===== config.mk =====
export PLATFORM = sky130hd
export DESIGN_NAME = fcs_seq
export DESIGN_NICKNAME = d
export VERILOG_FILES = /design/src/rtl/fcs_pkg.sv /design/src/rtl/fcs_proto.sv /design/src/rtl/fcs_timer.sv /design/src/rtl/fcs_seq.sv
export SDC_FILE = /design/constraint.sdc
export NUM_CORES = 1
export LEC_CHECK = 0
export ABC_AREA = 1
export BUFFER_PORTS_ARGS = -buffer_cell sky130_fd_sc_hd__buf_2
export CAP_MARGIN = 10
export CORE_ASPECT_RATIO = 0.75
export CORE_MARGIN = 2
export CORE_UTILIZATION = 49
export DETAILED_ROUTE_END_ITERATION = 10
export GPL_TIMING_DRIVEN = 0
export PLACE_DENSITY = 0.77
export SLEW_MARGIN = 40
export SYNTH_ARGS = -nofsm -noshare
export SYNTH_HDL_FRONTEND = slang
export SYNTH_SLANG_ARGS = --single-unit

===== constraint.sdc =====
create_clock -name clk -period 2.49 [get_ports clk]
set_input_delay 0.3735 -clock clk [delete_from_list [all_inputs] [get_ports clk]]
set_output_delay 0.3735 -clock clk [all_outputs]
set_load 0.005 [all_outputs]

===== src/rtl/fcs_pkg.sv =====
`timescale 1ns/1ps
package fcs_pkg;
  typedef enum logic [1:0] {PH_IDLE, PH_ADDR, PH_CMD} phase_t;

  localparam logic [1:0] SEL_DIV  = 2'd0;
  localparam logic [1:0] SEL_CMD  = 2'd1;
  localparam logic [1:0] SEL_STAT = 2'd2;

  localparam int BIT_CBE  = 7;
  localparam int BIT_DONE = 6;
  localparam int BIT_ERR  = 4;
  localparam int DIV_W    = 7;

  localparam logic [7:0] OP_BLANK = 8'h05;
  localparam logic [7:0] OP_PROG  = 8'h20;
  localparam logic [7:0] OP_BURST = 8'h25;
  localparam logic [7:0] OP_PERS  = 8'h40;
  localparam logic [7:0] OP_MERS  = 8'h41;

  function automatic logic code_legal(input logic [7:0] c);
    return (c == OP_BLANK) || (c == OP_PROG) || (c == OP_BURST) ||
           (c == OP_PERS) || (c == OP_MERS);
  endfunction

  function automatic logic code_erase(input logic [7:0] c);
    return (c == OP_PERS) || (c == OP_MERS);
  endfunction

  function automatic logic code_locked(input logic [7:0] c);
    return (c == OP_PROG) || (c == OP_BURST) || (c == OP_PERS);
  endfunction
endpackage


===== src/rtl/fcs_proto.sv =====
`timescale 1ns/1ps
module fcs_proto
  import fcs_pkg::*;
#(
  parameter int AW = 16,
  parameter int DW = 8
) (
  input  logic             clk,
  input  logic             rst,
  input  logic             arr_wr,
  input  logic [AW-1:0]    arr_addr,
  input  logic [DW-1:0]    arr_wdata,
  input  logic             reg_wr,
  input  logic             reg_rd,
  input  logic [1:0]       reg_sel,
  input  logic [7:0]       reg_wdata,
  input  logic             acc_dbg,
  input  logic             secured,
  input  logic             busy,
  input  logic             abort,
  output logic             start,
  output logic             go_q,
  output logic             err_q,
  output logic             div_set_q,
  output logic [DIV_W-1:0] div_q,
  output logic [7:0]       code_q,
  output logic [AW-1:0]    addr_q,
  output logic [DW-1:0]    data_q
);
  phase_t phase_q;
  logic   viol, take_addr, take_cmd, take_div, clr;

  always_comb begin
    viol      = 1'b0;
    take_addr = 1'b0;
    take_cmd  = 1'b0;
    take_div  = 1'b0;
    start     = 1'b0;
    clr       = 1'b0;
    if (err_q) begin
      clr = reg_wr && (reg_sel == SEL_STAT) && reg_wdata[BIT_ERR];
    end else if (arr_wr) begin
      if (!div_set_q || busy || (phase_q != PH_IDLE)) viol = 1'b1;
      else take_addr = 1'b1;
    end else if (reg_wr) begin
      case (reg_sel)
        SEL_DIV: begin
          if (phase_q != PH_IDLE) viol = 1'b1;
          else take_div = 1'b1;
        end
        SEL_CMD: begin
          if ((phase_q != PH_ADDR) || !code_legal(reg_wdata) ||
              (acc_dbg && secured && code_locked(reg_wdata))) viol = 1'b1;
          else take_cmd = 1'b1;
        end
        SEL_STAT: begin
          if (phase_q == PH_ADDR) viol = 1'b1;
          else if (phase_q == PH_CMD) begin
            if (reg_wdata[BIT_CBE]) start = 1'b1;
            else viol = 1'b1;
          end
        end
        default: ;
      endcase
    end else if (reg_rd && (phase_q == PH_CMD) && (reg_sel != 2'd3)) begin
      viol = 1'b1;
    end
  end

  always_ff @(posedge clk) begin
    if (rst) begin
      phase_q   <= PH_IDLE;
      err_q     <= 1'b0;
      go_q      <= 1'b0;
      div_set_q <= 1'b0;
      div_q     <= '0;
      code_q    <= '0;
      addr_q    <= '0;
      data_q    <= '0;
    end else begin
      go_q <= start;
      if (viol || abort) err_q <= 1'b1;
      else if (clr)      err_q <= 1'b0;
      if (viol || abort || start) phase_q <= PH_IDLE;
      else if (take_addr)         phase_q <= PH_ADDR;
      else if (take_cmd)          phase_q <= PH_CMD;
      if (take_addr) begin
        addr_q <= arr_addr;
        data_q <= arr_wdata;
      end
      if (take_cmd) code_q <= reg_wdata;
      if (take_div) begin
        div_q     <= reg_wdata[DIV_W-1:0];
        div_set_q <= 1'b1;
      end
    end
  end

  AST_GO_SINGLE_PULSE: assert property (@(posedge clk) disable iff (rst)
    go_q |=> !go_q);
  AST_ERR_BLOCKS_GO: assert property (@(posedge clk) disable iff (rst)
    err_q |=> !go_q);
  AST_GO_LEGAL_CODE: assert property (@(posedge clk) disable iff (rst)
    go_q |-> code_legal(code_q));
endmodule


===== src/rtl/fcs_timer.sv =====
`timescale 1ns/1ps
module fcs_timer #(
  parameter int PROG_CYCLES  = 40,
  parameter int ERASE_CYCLES = 400
) (
  input  logic clk,
  input  logic rst,
  input  logic start,
  input  logic erase,
  input  logic abort,
  output logic busy_q,
  output logic done_q
);
  localparam int MAXC = (PROG_CYCLES > ERASE_CYCLES) ? PROG_CYCLES : ERASE_CYCLES;
  localparam int CW   = (MAXC < 2) ? 1 : $clog2(MAXC);

  logic [CW-1:0] cnt_q;

  always_ff @(posedge clk) begin
    if (rst) begin
      busy_q <= 1'b0;
      done_q <= 1'b1;
      cnt_q  <= '0;
    end else if (start) begin
      busy_q <= 1'b1;
      done_q <= 1'b0;
      cnt_q  <= erase ? CW'(ERASE_CYCLES - 1) : CW'(PROG_CYCLES - 1);
    end else if (abort) begin
      busy_q <= 1'b0;
      cnt_q  <= '0;
    end else if (busy_q) begin
      if (cnt_q == '0) begin
        busy_q <= 1'b0;
        done_q <= 1'b1;
      end else begin
        cnt_q <= cnt_q - 1'b1;
      end
    end
  end

  AST_COUNT_KEEPS_BUSY: assert property (@(posedge clk) disable iff (rst)
    (busy_q && (cnt_q != '0) && !abort) |=> busy_q);
  AST_ABORT_NOT_DONE: assert property (@(posedge clk) disable iff (rst)
    (abort && !start) |=> (!busy_q && !done_q));
endmodule


===== src/rtl/fcs_seq.sv =====
`timescale 1ns/1ps
module fcs_seq
  import fcs_pkg::*;
#(
  parameter int AW           = 16,
  parameter int DW           = 8,
  parameter int PROG_CYCLES  = 40,
  parameter int ERASE_CYCLES = 400
) (
  input  logic          clk,
  input  logic          rst,
  input  logic          arr_wr,
  input  logic [AW-1:0] arr_addr,
  input  logic [DW-1:0] arr_wdata,
  input  logic          reg_wr,
  input  logic          reg_rd,
  input  logic [1:0]    reg_sel,
  input  logic [7:0]    reg_wdata,
  input  logic          acc_dbg,
  input  logic          secured,
  input  logic          stop_req,
  output logic [7:0]    reg_rdata,
  output logic          acc_err,
  output logic          cbuf_empty,
  output logic          cmd_done,
  output logic          cmd_go,
  output logic [7:0]    cmd_code,
  output logic [AW-1:0] cmd_addr,
  output logic [DW-1:0] cmd_data
);
  logic             busy, done, start, abort, div_set;
  logic [DIV_W-1:0] div_val;
  logic [7:0]       stat_vec;

  assign abort = stop_req && busy;

  fcs_proto #(.AW(AW), .DW(DW)) u_proto (
    .clk(clk), .rst(rst),
    .arr_wr(arr_wr), .arr_addr(arr_addr), .arr_wdata(arr_wdata),
    .reg_wr(reg_wr), .reg_rd(reg_rd), .reg_sel(reg_sel), .reg_wdata(reg_wdata),
    .acc_dbg(acc_dbg), .secured(secured), .busy(busy), .abort(abort),
    .start(start), .go_q(cmd_go), .err_q(acc_err),
    .div_set_q(div_set), .div_q(div_val),
    .code_q(cmd_code), .addr_q(cmd_addr), .data_q(cmd_data)
  );

  fcs_timer #(.PROG_CYCLES(PROG_CYCLES), .ERASE_CYCLES(ERASE_CYCLES)) u_timer (
    .clk(clk), .rst(rst), .start(start), .erase(code_erase(cmd_code)),
    .abort(abort), .busy_q(busy), .done_q(done)
  );

  assign cbuf_empty = !busy;
  assign cmd_done   = done;

  always_comb begin
    stat_vec           = '0;
    stat_vec[BIT_CBE]  = !busy;
    stat_vec[BIT_DONE] = done;
    stat_vec[BIT_ERR]  = acc_err;
  end

  always_ff @(posedge clk) begin
    if (rst) begin
      reg_rdata <= '0;
    end else if (reg_rd) begin
      case (reg_sel)
        SEL_DIV:  reg_rdata <= {div_set, div_val};
        SEL_CMD:  reg_rdata <= cmd_code;
        SEL_STAT: reg_rdata <= stat_vec;
        default:  reg_rdata <= '0;
      endcase
    end
  end

  AST_GO_DROPS_BUFFER: assert property (@(posedge clk) disable iff (rst)
    cmd_go |-> (!cbuf_empty && !cmd_done));
  AST_STOP_RAISES_ERR: assert property (@(posedge clk) disable iff (rst)
    (stop_req && !cbuf_empty) |=> (acc_err && cbuf_empty));
endmodule


## After elaboration in Yosys (flattened, before gate mapping)

Cells that the tools add are included.
Widths: inputs -> output; s select.

- Output and inout bits: 44
- Bits of input ports: 42
- Logic and storage cells: 114
- Bits in registers: 63

- Multiplexer cells: 50
- Reduce and logical (&&, ||, !) cells: 35
- Add/subtract/negate cells: 1
- Equality and inequality tests: 15

Operators with widths:

| kind | number |
|---|---|
| $mux 9 | 5 |
| $mux 1 | 43 |
| $eq 8x7->1 const B | 4 |
| $pmux 8 s3 | 1 |
| $eq 8x6->1 const B | 2 |
| $logic_or 1x1->1 | 13 |
| $reduce_bool 2->1 | 5 |
| $logic_not 9->1 | 1 |
| $sub 9x1->9 const B | 1 |
| $eq 8x3->1 const B | 1 |
| $logic_and 1x1->1 | 7 |
| $eq 2x1->1 const B | 2 |
| $eq 2x2->1 const B | 2 |
| $ne 2x2->1 const B | 2 |
| $logic_not 1->1 | 3 |
| $ne 3x3->1 const B | 1 |
| $pmux 1 s3 | 1 |
| $reduce_and 3->1 | 1 |
| $reduce_bool 3->1 | 1 |
| $reduce_or 3->1 | 1 |
| $logic_not 2->1 | 1 |
| $ne 2x1->1 const B | 1 |
| $reduce_and 2->1 | 1 |
| $reduce_or 2->1 | 1 |

## Logic depth before layout (Yosys ltp)

Gate-level depths: netlist of the first run.

- Depth after elaboration: 16
- Gate-level depth with buffers: 13
- Depth with buffers taken out: 13

## Hierarchy

A second synthesis of the first run with hierarchy kept.

- Cell total of the unflattened synthesis: 424
- Area total of the unflattened synthesis: 2,959.1 µm²

By module, submodules not included:

| module | area each (µm²) | seq. area each (µm²) | times used | cells each |
|---|---|---|---|---|
| fcs_proto | 1,774.2 | 880.8 | 1 | 238 |
| fcs_timer | 701.9 | 220.2 | 1 | 109 |
| fcs_seq | 483.0 | 160.2 | 1 | 77 |

## Worst setup path after synthesis of the first run

OpenSTA, ideal clock, no wires.

- Kind: reg-to-reg
- Start point: register u_timer.cnt_q[0]
- End point: register u_timer.cnt_q[8]
- Clock period less this slack: 1.427 ns
- Cell stages (with the launch flop): 10
- Required time: 2.373 ns
- Setup time: 0.117 ns
- Setup slack: 1.063 ns
- Path buffers: 0
- Arrival: 1.310 ns
- Cells stage by stage: dfxtp_1 > inv_1 > ha_1 > nand4_2 > nor2_2 > nand2_2 > nand2_4 > nand2_8 > o21ai_0 > nor2_1

- Cells in the longest elaborated chain, start to end: 5
- Elaborated cells on any way between the ends: 8
- Those cells by class: add/sub: 1; eq/ne: 1; mux: 4; reduce/logical: 2

RTL lines:

| item | RTL line | source |
|---|---|---|
| from (decl) | fcs_timer.sv:17 | `logic [CW-1:0] cnt_q;` |
| from (signal assigned) | fcs_timer.sv:27 | `cnt_q <= erase ? CW'(ERASE_CYCLES - 1) : CW'(PROG_CYCLES - 1);` |
| from (signal assigned) | fcs_timer.sv:36 | `cnt_q <= cnt_q - 1'b1;` |
| $sub 9x1->9 | fcs_timer.sv:36 |  |
| $mux 9 | fcs_timer.sv:32 | `if (cnt_q == '0) begin` |
| $mux 9 | fcs_timer.sv:31 | `end else if (busy_q) begin` |
| $mux 9 | fcs_timer.sv:28 | `end else if (abort) begin` |
| $mux 9 | fcs_timer.sv:24 | `end else if (start) begin` |

Several ways; a longest one is shown, not always the timed one. The select of a mux whose other input is x is not followed.
A chain may end at the register's enable or synchronous reset.

## Worst setup path after layout of the first run

- Start point: register u_timer.cnt_q[0]
- End point: register u_timer.cnt_q[5]

The elaborated chain is that of the path after synthesis.

==> summary.txt, run 1 <==
Outcome
  • Outcome: finished, final reports clean

Global route
  • Vias in the first global route: 2454
  • First-pass GRT wire length: roughly 11 mm
  • Pin count of the biggest net entering global routing: 13
  • Total GRT Usage: a little over a fifth
  • Antenna violations before repair: 0
  • GR Overflow Total: 0

Hold path
  • Min-Delay Path Class: in -> reg

STA
  • Period utilization: 65.72%
  • Fin. Hold Viols: 0
  • Fmax: 611.1 MHz
  • Worst Tran Pin Value: approximately 520 ps
  • RSZ-0062 raised after global routing: false
  • Setup violators final: 0
  • Clock Skews: ~8.6 ps
  • Final-report max-slew violation count: 0
  • Slew headroom: approximately 65%
  • Final critical-path required period: ~1600 ps
  • Sum Neg Setup Slack: 0 ps

Critical path
  • Critical Path Sink Type: flop
  • CP peak stage delay: about 340 ps
  • Number of buffers and inverters on the critical path: 2
  • Crit-path cells: inv_1 -> ha_1 -> nand4_2 -> nor2_2 -> nand2_2 -> nand2_4 -> nand2_8 -> inv_6 -> nand2_1 -> a21oi_2
  • Critical Path AT: around 1900 ps
  • Cell family with most CP delay: simple AND/OR/NAND/NOR gates
  • Maximum fanout along the worst path: 7
  • CP max stage cell: dfxtp_1
  • Crit Path Class: reg -> reg
  • CP startpoint kind: flop
  • CP required: between 2000 and 3000 ps

Power
  • Power consumption: 2.045 mW
  • PD cells: 580.5 nW/um2
  • Leakage power: 1.643 nW
  • VDD IR max: roughly 0.33 mV

Synth
  • Async SR Flop Fraction: 0%
  • Sequential share of the synthesized area: 44.96%
  • Share of the synthesized area in the top cell type: between 40 and 50%
  • Yosys top cell by area: dfxtp_1
  • Mapped Cells: between 300 and 400
  • Netlist Area Pre-Place: between 2000 and 3000 um2
  • Yosys reg bits: 63
  • Syn Nets: 420
  • Largest cells by area after synthesis: dfxtp_1 (45%), nand2_1 (13%), a21oi_1 (8.0%)
  • Post-Syn Area per Cell: 7.441 um2
  • Synth cell types: 35
  • Synth Warn #: 0
  • Number of synthesized flops with an enable pin: 0
  • Ys flop type: dfxtp_1

Floorplan
  • Die footprint: between 6000 and 7000 um2
  • I/O pin cnt: between 80 and 90
  • Core Box Area: between 5000 and 6000 um2
  • Initial Util: around half
  • DIE HEIGHT: about 70 um
  • Std-Cell Rows: 23
  • Die width: slightly above 90 um

Clock tree
  • Skew-Pair Late Insertion Delay: approximately 340 ps
  • Clock sink count: 63
  • Clock Pin Slew Worst Setup and Hold Paths: about 70 ps
  • Post-CTS sizing: 0
  • Post-CTS setup repair buffer count: 0
  • Post-CTS Hold Buffers: 0
  • Clk buf depth: 2
  • Total CTS buffers: 9
  • H-tree Lvls: 3
  • CTS tree: done
  • Clk root buf: clkbuf_8

Detailed routing
  • Vias: between 2000 and 3000
  • Pre-antenna DRT Iters: 4
  • Routed Antenna Nets: 0
  • DR vias/cell: ~5.0
  • Drt total wl: roughly 6.8 mm
  • Initial DRC count: ~110
  • Routed WL per cell: ~12 um
  • Residual DRC: 0

Layout
  • Antenna Cells: 0
  • Share of cells above drive strength 1: around 29%
  • Final cell count without fillers: between 500 and 600
  • Area Growth Syn to Fin: 25.56%
  • Layout Nets: 516
  • Fillers: 507
  • Cell area after layout: roughly 3500 um2

Placed design
  • Global placer's final weighted congestion: ~0.9
  • Post-DP Area: roughly 3300 um2
  • Buffers on Ports: 85
  • DPL Wire Length: between 5 and 6 mm
  • Cells after DPL: 537

Run
  • Max-Cap Viols: 0
==> stage by stage <==
stage	setup slack, ps	hold WS [ps]	util [%]
2_1_floorplan	1063	448.7	-
3_3_place_gp	842.7	450.0	61.12
3_5_place_dp	835.8	452.2	61.12
4_1_cts	841.5	261.5	64.76
5_1_grt	713.5	255.4	64.76
6_report	853.7	271.6	64.76
==> power by group <==
part / total, mW / internal, mW / switching (mW) / leakage, nW
clock: 0.869 / 0.463 / 0.407 / 0.0992
combinational: 0.145 / 0.0574 / 0.0876 / 1.03
sequential: 1.03 / 1.02 / 0.00774 / 0.509
==> cell usage in the layout (no fill, tap or decap), types with 3 or more instances in the layout <==
| cell type | instances |
|---|---|
| a21oi_1 | 45 |
| a21oi_2 | 6 |
| a31oi_1 | 3 |
| buf_2 | 85 |
| clkbuf_1 | 7 |
| clkbuf_8 | 9 |
| clkinv_4 | 3 |
| dfxtp_1 | 63 |
| inv_1 | 38 |
| inv_2 | 4 |
| nand2_1 | 97 |
| nand2_2 | 4 |
| nand3_1 | 16 |
| nand4_1 | 3 |
| nor2_1 | 34 |
| nor2_4 | 4 |
| o211ai_1 | 6 |
| o21ai_0 | 20 |
==> kinds of logic after synthesis <==
group | synth area share [%]
DFF | 44.96
xor gates and xnor gates | 0.9368
buffers and inverters | 7.895
and+or+nand+nor | 29.44
AOI/OAI and AO/OA | 16.33
adders and majority gates | 0.4460
==> cell usage after synthesis, types with 2 or more instances <==
cell,n
nor2_4,4
clkbuf_1,7
dfxtp_1,63
nand2_4,2
o21ai_0,20
inv_2,4
o211ai_1,6
a21oi_2,6
nor3_2,2
a21oi_1,45
buf_1,2
inv_1,38
nand3_1,16
nand4_1,3
xor2_1,2
buf_4,2
or2_2,2
a31oi_1,3
nand2_2,4
nand2_1,97
nor2_1,34
nand4_2,2
==> worst min-delay path, stage by stage <==
cell	delay [ps]
buf_2	90
nand2_1	50
a21oi_1	50
==> routing by layer <==
layer	vias up	track usage, %	routed length [um]
met2	81	34.73	3119
met3	6	6.522	481
met5	-	0	0
li1	1413	-	-
met1	1244	29.31	3162
met4	0	5.724	51
==> state kept, by name, indices dropped and copies added, names as in the netlist, 2 cells and up <==
signal and count:
reg_rdata 8, u_proto.addr_q 16, u_proto.code_q 8, u_proto.data_q 8, u_proto.div_q 7, u_proto.phase_q 2, u_timer.cnt_q 9
==> worst paths after layout <==
| kind | from | end | slack [ps] | cells past startpoint |
|---|---|---|---|---|
| setup / recovery | u_timer.cnt_q[0] | u_timer.cnt_q[5] | 850 | 10 |
| hold / removal | arr_addr[9] | u_proto.addr_q[9] | 270 | 3 |
| setup reg to reg | u_timer.cnt_q[0] | u_timer.cnt_q[5] | 850 | 10 |
| hold reg to reg | reg_rdata[7] | reg_rdata[7] | 460 | 2 |
==> cell type report <==
type	count	area, um2	share of cell area [%]
buffer	11	48.80	1.385
clock buffer	9	123.9	3.517
clock inverter	7	73.82	2.096
inverter	44	172.7	4.902
multi-input combinational	259	1323	37.55
sequential	63	1261	35.81
tap	75	93.84	2.664
timing repair buffer	85	425.4	12.08
Power figures use the tool's default switching activity.
==> run 2: changes to the inputs <==
--- a/config.mk
+++ b/config.mk
@@ -5,7 +5,7 @@
 export SDC_FILE = /design/constraint.sdc
 export NUM_CORES = 1
 export LEC_CHECK = 0
-export ABC_AREA = 1
+export ABC_AREA = 0
 export BUFFER_PORTS_ARGS = -buffer_cell sky130_fd_sc_hd__buf_2
 export CAP_MARGIN = 10
 export CORE_ASPECT_RATIO = 0.75
==> constraint.sdc (replaced) <==
create_clock -name clk -period 1.62 [get_ports clk]
set_input_delay 0.243 -clock clk [delete_from_list [all_inputs] [get_ports clk]]
set_output_delay 0.243 -clock clk [all_outputs]
set_load 0.005 [all_outputs]
==> run 2 against run 1 <==
  * The flow now finishes with violations (setup timing)
  * Clock power up 39%
  * Count of clock-buffer cells in the layout up 2
  * Worst setup slack worse by 1200 ps
  * Non-clock buffer count up 20
==> summary.txt, run 2 <==
Outcome
  • Outcome: finished, violations left
  • Failing checks: setup timing

Layout
  • Area Growth Syn to Fin: 37.29%
  • Antenna Cells: 0 (unchanged)
  • Fillers: 439 (-13%)
  • Share of cells above drive strength 1: 38.20% (+9.5 points)
  • Sequential Area: 1282 um2 (+1.7%)
  • Most frequent cells in the layout: buf_2 (87), nand2_1 (55), dfxtp_1 (54)
  • Footprint of the multi-input gates: 1574 um2 (+19%)
  • Commonest non-fill, non-tap cell in the layout: buf_2
  • Layout Nets: 483 (-6.4%)
  • Largest regs: u_proto.addr_q x16, u_timer.cnt_q x9
  • Largest register FFs: 16 (unchanged)
  • Final cell count without fillers: 520 (-6.0%)
  • Most flops, register: u_proto.addr_q

Global route
  • Total GRT Usage: 25.01% (+3.1 points)
  • Met3 Use GR: 8.087% (+1.6 points)
  • Grt met1 use: 34.19% (+4.9 points)
  • Vias in the first global route: 2624 (+6.9%)
  • Antenna violations before repair: 0 (unchanged)
  • GR Overflow Total: 0 (unchanged)
  • M2 GR Usage: 37.81% (+3.1 points)
  • First-pass GRT wire length: 12.63 mm (+12%)
  • GRT busiest layer: met2
  • Pin count of the biggest net entering global routing: 12 (-1)

Critical path
  • Critical Path AT: 2160 ps (+260 ps)
  • R2R Setup Slk: -330 ps (-1190 ps)
  • R2r startpoint: u_timer.cnt_q[1]
  • Worst R2R End: u_timer.cnt_q[5]
  • Crit Path Class: reg -> reg
  • CP startpoint kind: flop
  • FF-to-FF path depth: 8 (-2)
  • CP required: 1830 ps (-930 ps)
  • Critical Path Sink Type: flop
  • Maximum fanout along the worst path: 8 (+1)

Clock tree
  • Clock sink count: 63 (unchanged)
  • Post-CTS Hold Buffers: 0 (unchanged)
  • Clk root buf: clkbuf_8
  • CTS tree: done
  • Clock Pin Slew Worst Setup and Hold Paths: 70 ps (about the same)
  • Skew-Pair Late Insertion Delay: 340 ps (about the same)
  • H-tree Lvls: 3 (unchanged)
  • Total CTS buffers: 9 (unchanged)
  • Clk buf depth: 2 (unchanged)

STA
  • RSZ-0062 raised after global routing: true
  • Fmax: 511.9 MHz (-16%)
  • Clock Skews: 5.580 ps (-3.064 ps)
  • Slew headroom: 61.36% (-4.0 points)
  • Period utilization: 120.6% (+55 points)
  • Setup violators final: 9 (+9)
  • Hold WS: 129.2 ps (-142.5 ps)
  • Final-report max-slew violation count: 0 (unchanged)
  • Final critical-path required period: 1954 ps (+317.4 ps)
  • Fin. Hold Viols: 0 (unchanged)
  • Final WS setup: -333.7 ps (-1187 ps)
  • Worst Tran Pin Value: 579.5 ps (+60.71 ps)

Synth
  • Async SR Flop Fraction: 0% (unchanged)
  • Syn Nets: 373 (-11%)
  • Share of the synthesized area in the top cell type: 45.61% (+0.65 points)
  • Yosys top cell by area: dfxtp_1
  • Post-Syn Area per Cell: 8.379 um2 (+13%)
  • Synth Warn #: 0 (unchanged)
  • Sequential share of the synthesized area: 45.61% (+0.65 points)
  • Ys flop type: dfxtp_1
  • Largest cells by area after synthesis: dfxtp_1 (46%), a21oi_1 (8.5%), nand2_1 (7.6%)
  • Area fraction in compound gates after synthesis: 17.38% (+1.1 points)
  • Mapped Cells: 330 (-12%)
  • Synth cell types: 51 (+46%)
  • Post-Synth XOR/XNOR Area: 0.3167% (-0.62 points)
  • Post-synthesis simple-gate area fraction: 26.24% (-3.2 points)
  • Number of synthesized flops with an enable pin: 0 (unchanged)
  • Multiplexer area fraction after synthesis: 6.742% (+6.7 points)
  • Netlist Area Pre-Place: 2765 um2 (-1.4%)
  • Top-count cell post-synth: dfxtp_1
  • Synth cell count leaders: dfxtp_1 (63), nand2_1 (56), a21oi_1 (47)
  • Largest family of logic cells by synthesized area: simple AND/OR/NAND/NOR gates
  • Yosys reg bits: 63 (unchanged)
  • Post-Synth Adder-Cell Area: 0.4525% (+0.0065 points)

Power
  • PD cells: 796.3 nW/um2 (+37%)
  • Leakage power: 1.641 nW (-0.17%)
  • VDD IR max: 0.7279 mV (+120%)

Floorplan
  • Die width: 90.74 um (-0.69%)
  • Core Box Area: 5381 um2 (-1.1%)
  • Initial Util: 51.38% (-0.19 points)
  • I/O pin cnt: 86 (unchanged)
  • Die footprint: 6266 um2 (-1.4%)
  • Std-Cell Rows: 23 (unchanged)
  • DIE HEIGHT: 69.06 um (-0.68%)

Placed design
  • Buffers on Ports: 85 (unchanged)
  • DPL Wire Length: 5.280 mm (+2.4%)
  • Cells after DPL: 490 (-8.8%)
  • Global placer's final weighted congestion: 0.8902 (-1.5%)

Detailed routing
  • Vias: 2833 (+3.2%)
  • Pre-antenna DRT Iters: 4 (unchanged)
  • Initial DRC count: 186 (+75%)
  • DR vias/cell: 5.448 (+9.8%)
  • Routed Antenna Nets: 0 (unchanged)
  • Drt total wl: 8.073 mm (+18%)
  • Residual DRC: 0 (unchanged)
  • Routed WL per cell: 15.53 um (+26%)

Hold path
  • Worst hold path startpoint: arr_addr[8]
  • Min-Delay Path Class: in -> reg
  • Hold path endpoint: u_proto.addr_q[8]
  • Worst hold stages: 3 (unchanged)

Run
  • Max-Cap Viols: 0 (unchanged)
==> run 2: metal layers <==
metal | part of all wire, % | vias up
met1 | 44 | 1334
met5 | 0 | -
met4 | 1.9 | 0
met3 | 7.6 | 16
li1 | - | 1378
met2 | 46 | 105
==> run 2: worst max path at each step <==
stage / from / endpoint / slack, ps / cells after the start
3_3_place_gp: reg_wdata[7] / u_proto.code_q[7] / -390 / 6
6_report: u_timer.cnt_q[1] / u_timer.cnt_q[5] / -330 / 8
2_1_floorplan: u_timer.cnt_q[3] / u_timer.cnt_q[7] / -180 / 5
3_5_place_dp: u_timer.cnt_q[1] / u_timer.cnt_q[0] / -440 / 7
5_1_grt: u_timer.cnt_q[1] / u_timer.cnt_q[5] / -380 / 8
4_1_cts: u_timer.cnt_q[1] / u_timer.cnt_q[0] / -250 / 7
==> run 2: metrics by stage <==
| stage | power, mW | setup TNS (ps) | area (um2) | utilization [%] | worst slack, ps |
|---|---|---|---|---|---|
| 4_1_cts | 3.036 | -1820 | 3691 | 68.59 | -249.7 |
| 6_report | 3.023 | -2297 | 3796 | 70.54 | -333.7 |
| 2_1_floorplan | 1.717 | -934.4 | 2798 | - | -175.7 |
| 3_3_place_gp | 1.820 | -10670 | 3317 | 61.64 | -392.0 |
| 3_5_place_dp | 1.823 | -11420 | 3317 | 61.64 | -444.4 |
| 5_1_grt | 3.144 | -3065 | 3796 | 70.54 | -384.9 |
==> run 2: worst max-delay path, cell delays in order (launching register included) <==
cell     delay (ps)
dfxtp_2         340
inv_2            70
ha_4            130
or3b_4          410
o41ai_4         360
and2_1          200
buf_6           140
a211o_1         120
a21oi_2          50
==> run 2: repair_timing <==
action / 4_1_cts / 5_1_grt
gates resized for setup: 32 / 20
endpoints found under the setup margin: 39 / 50
buffers inserted: 10 / 5
pin swaps: 10 / 11
==> run 2: cells by family (layout without fill, tap and decap cells) <==
kind of cell | after synthesis | count (layout)
flops | 63 | 63
fa+ha+maj | 1 | 1
simple gates | 145 | 145
mux | 18 | 18
buf+inv | 22 | 137
compound gates | 80 | 80
xor+xnor | 1 | 1
==> run 2: report_power, final <==
part | switching (mW) | total (mW) | leakage (nW) | internal [mW]
registers | 0.0169 | 1.58 | 0.514 | 1.56
clock network | 0.621 | 1.21 | 0.0853 | 0.593
logic | 0.133 | 0.231 | 1.04 | 0.0971
==> run 2: final cells by class <==
type                    instances  area share [%]
multi-input cells             245           41.46
flip-flops and latches         63           33.78
repair buffers                100           14.37
clock buffers                  11           3.724
plain buffers                  16           2.736
well taps                      75           2.472
clock inverters                 5          0.8899
inverters                       5          0.5603
==> run 3: changes to the inputs <==
--- a/config.mk
+++ b/config.mk
@@ -17,4 +17,5 @@
 export SLEW_MARGIN = 40
 export SYNTH_ARGS = -nofsm -noshare
 export SYNTH_HDL_FRONTEND = slang
+export SYNTH_HIERARCHICAL = 1
 export SYNTH_SLANG_ARGS = --single-unit
==> run 3 against run 2 <==
  * The run still ends with setup timing left
  * First-iteration DRC count increased by 8.6%
  * Cell area increased by 0.59%
  * Clock skew rose by 1.2 ps
  * Highest routed layer unchanged
  * Clock power increased by 21%
  * Final cell count shrank 1.7%
==> summary.txt, run 3 <==
Synth
  • Sequential share of the synthesized area: 45.90% (+0.29 points)
  • Netlist Area Pre-Place: 2748 um2 (-0.63%)
  • Largest cells by area after synthesis: dfxtp_1 (46%), nand2_1 (8.2%), a21oi_1 (6.9%)
  • Async SR Flop Fraction: 0% (unchanged)
  • Synth cell types: 53 (+3.9%)
  • Yosys top cell by area: dfxtp_1
  • Ys flop type: dfxtp_1
  • Synth Warn #: 6 (+6)
  • Yosys reg bits: 63 (unchanged)
  • Number of synthesized flops with an enable pin: 0 (unchanged)
  • Post-Syn Area per Cell: 8.613 um2 (+2.8%)
  • Share of the synthesized area in the top cell type: 45.90% (+0.29 points)
  • Synth cell count leaders: dfxtp_1 (63), nand2_1 (60), a21oi_1 (38)
  • Mapped Cells: 319 (-3.3%)
  • Syn Nets: 362 (-2.9%)
  • Top-count cell post-synth: dfxtp_1

STA
  • Fmax: 559.7 MHz (+9.3%)
  • Setup violators final: 20 (+11)
  • Fin. Hold Viols: 0 (unchanged)
  • Final WS setup: -166.7 ps (+167.0 ps)
  • Hold WS: 133.5 ps (+4.320 ps)
  • Worst Tran Pin Value: 533.9 ps (-45.61 ps)
  • Period utilization: 110.3% (-10 points)
  • Clock Skews: 6.794 ps (+1.214 ps)
  • Slew headroom: 64.40% (+3.0 points)
  • Final critical-path required period: 1787 ps (-167.0 ps)
  • Final-report max-slew violation count: 0 (unchanged)
  • RSZ-0062 raised after global routing: true

Placed design
  • Buffers on Ports: 85 (unchanged)
  • DPL Wire Length: 4.835 mm (-8.4%)
  • DP Worst Slack: -326.1 ps (+118.2 ps)
  • Global placer's final weighted congestion: 0.8605 (-3.3%)

Hold path
  • Min-Delay Path Class: in -> reg

Clock tree
  • Clock Pin Slew Worst Setup and Hold Paths: 70 ps (about the same)
  • CTS tree: done
  • H-tree Lvls: 3 (unchanged)
  • Clk root buf: clkbuf_8
  • Total CTS buffers: 9 (unchanged)
  • Post-CTS Hold Buffers: 0 (unchanged)
  • Skew-Pair Late Insertion Delay: 340 ps (about the same)
  • Clock sink count: 63 (unchanged)
  • Clk buf depth: 2 (unchanged)

Global route
  • Vias in the first global route: 2548 (-2.9%)
  • Antenna violations before repair: 0 (unchanged)
  • Total GRT Usage: 23.84% (-1.2 points)
  • Pin count of the biggest net entering global routing: 12 (unchanged)
  • GR Overflow Total: 0 (unchanged)
  • First-pass GRT wire length: 11.74 mm (-7.0%)

Layout
  • Fillers: 421 (-4.1%)
  • Commonest non-fill, non-tap cell in the layout: buf_2
  • Most flops, register: u_proto/addr_q
  • Antenna Cells: 0 (unchanged)
  • Most frequent cells in the layout: buf_2 (85), nand2_1 (58), dfxtp_1 (54)
  • Largest regs: u_proto/addr_q x16, u_timer/cnt_q x9
  • Share of cells above drive strength 1: 39.22% (+1.0 points)
  • Area Growth Syn to Fin: 38.98%
  • Layout Nets: 474 (-1.9%)
  • Largest register FFs: 16 (unchanged)

Critical path
  • CP peak stage delay: 500 ps (+90 ps)
  • CP max stage cell: or4b_4
  • Critical Path Sink Type: flop
  • Crit Path Class: reg -> reg
  • CP required: 1860 ps (+30 ps)
  • Critical Path AT: 2020 ps (-140 ps)
  • Maximum fanout along the worst path: 3 (-5)
  • Crit-path cells: inv_2 -> ha_4 -> or4b_4 -> o21ai_4 -> mux2i_1 -> a2111oi_2
  • CP startpoint kind: flop

Floorplan
  • Die width: 90.47 um (-0.30%)
  • Core Box Area: 5381 um2 (unchanged)
  • Std-Cell Rows: 23 (unchanged)
  • Die footprint: 6229 um2 (-0.60%)
  • I/O pin cnt: 86 (unchanged)
  • Initial Util: 51.06% (-0.33 points)
  • DIE HEIGHT: 68.85 um (-0.30%)

Detailed routing
  • Vias: 2768 (-2.3%)
  • Routed Antenna Nets: 0 (unchanged)
  • Initial DRC count: 202 (+8.6%)
  • Routed WL per cell: 14.17 um (-8.7%)
  • Residual DRC: 0 (unchanged)
  • Pre-antenna DRT Iters: 7 (+3)
  • DR vias/cell: 5.417 (-0.57%)
  • Drt total wl: 7.240 mm (-10%)

Power
  • Leakage power: 1.601 nW (-2.4%)
  • VDD IR max: 0.5845 mV (-20%)
  • Power consumption: 3.290 mW (+8.9%)
  • PD cells: 861.7 nW/um2 (+8.2%)

Outcome
  • Failing checks: setup timing
  • Outcome: finished, violations left

Run
  • Max-Cap Viols: 0 (unchanged)
## run 3: cell count changes after synthesis, moves of 4 or more
cell      before  now
nor2_1        35   21
nor2b_1       11    7
a21oi_1       47   38
mux2_2         5    0
nand2_1       56   60
mux2i_1       13   18
nand3b_1       1    5
## run 3: path summary, 6_finish.rpt
path	startpoint	end	slack, ps	cells after the start
max	u_timer/cnt_q[0]	u_timer/cnt_q[7]	-170	6
min	arr_wdata[3]	u_proto/data_q[3]	130	3
max reg2reg	u_timer/cnt_q[0]	u_timer/cnt_q[7]	-170	6
min reg2reg	u_proto/addr_q[14]	u_proto/addr_q[14]	450	2
## run 3: repair_timing
item,CTS,global route
resized for setup,40,17
buffers inserted,14,4
gates cloned,0,0
pin swaps,11,8
setup endpoints to repair,48,44
## run 3: logic make-up after synthesis
| group | share of synthesized area, % |
|---|---|
| mux | 6.557 |
| buf+inv | 3.279 |
| compound gates | 16.67 |
| flops | 45.90 |
| fa+ha+maj | 0.4553 |
| xor+xnor | 0.6376 |
| simple gates | 26.50 |
## run 3: layout make-up
type                       count  area, um2  area share [%]
multi-input combinational    235       1556           40.76
sequential                    63       1280           33.52
timing repair buffer         103      571.8           14.97
clock buffer                  10      127.6           3.342
tap                           75      93.84           2.457
clock inverter                 6      85.08           2.228
buffer                        12      77.57           2.031
inverter                       7      26.28          0.6881
## run 3: per-stage QoR
step | instances | instance area, um2 | utilization (%) | setup TNS (ps)
after global routing | 511 | 3819 | 70.96 | -3114
after floorplan | 319 | 2773 | - | -713.3
final | 511 | 3819 | 70.96 | -1783
after detailed placement | 479 | 3292 | 61.17 | -10680
after CTS | 507 | 3722 | 69.17 | -1033
after global placement | 479 | 3292 | 61.17 | -10350
## run 3: power breakdown
group          switching, mW  internal [mW]  total [mW]
clock                  0.603          0.860        1.46
sequential            0.0112           1.57        1.58
combinational          0.139          0.111       0.249
total                  0.753           2.54        3.29
## run 3: per-layer routing
metal	up-vias	track usage, %	share of wire, %
li1	1352	-	-
met1	1293	30.73	44
met2	114	37.50	46
met3	9	9.022	8.4
met4	0	7.692	0.97
met5	-	0	0
## run 3: worst max-delay path, delay by kind of cell, from the launching register on
kind | cells | cell delay (ps)
multiplexers | 1 | 120
AND/OR/NAND/NOR | 1 | 500
AO/OA/AOI/OAI | 2 | 530
buffers and inverters | 1 | 70
adder cells (fa/ha/maj) | 1 | 130
flip-flops | 1 | 340
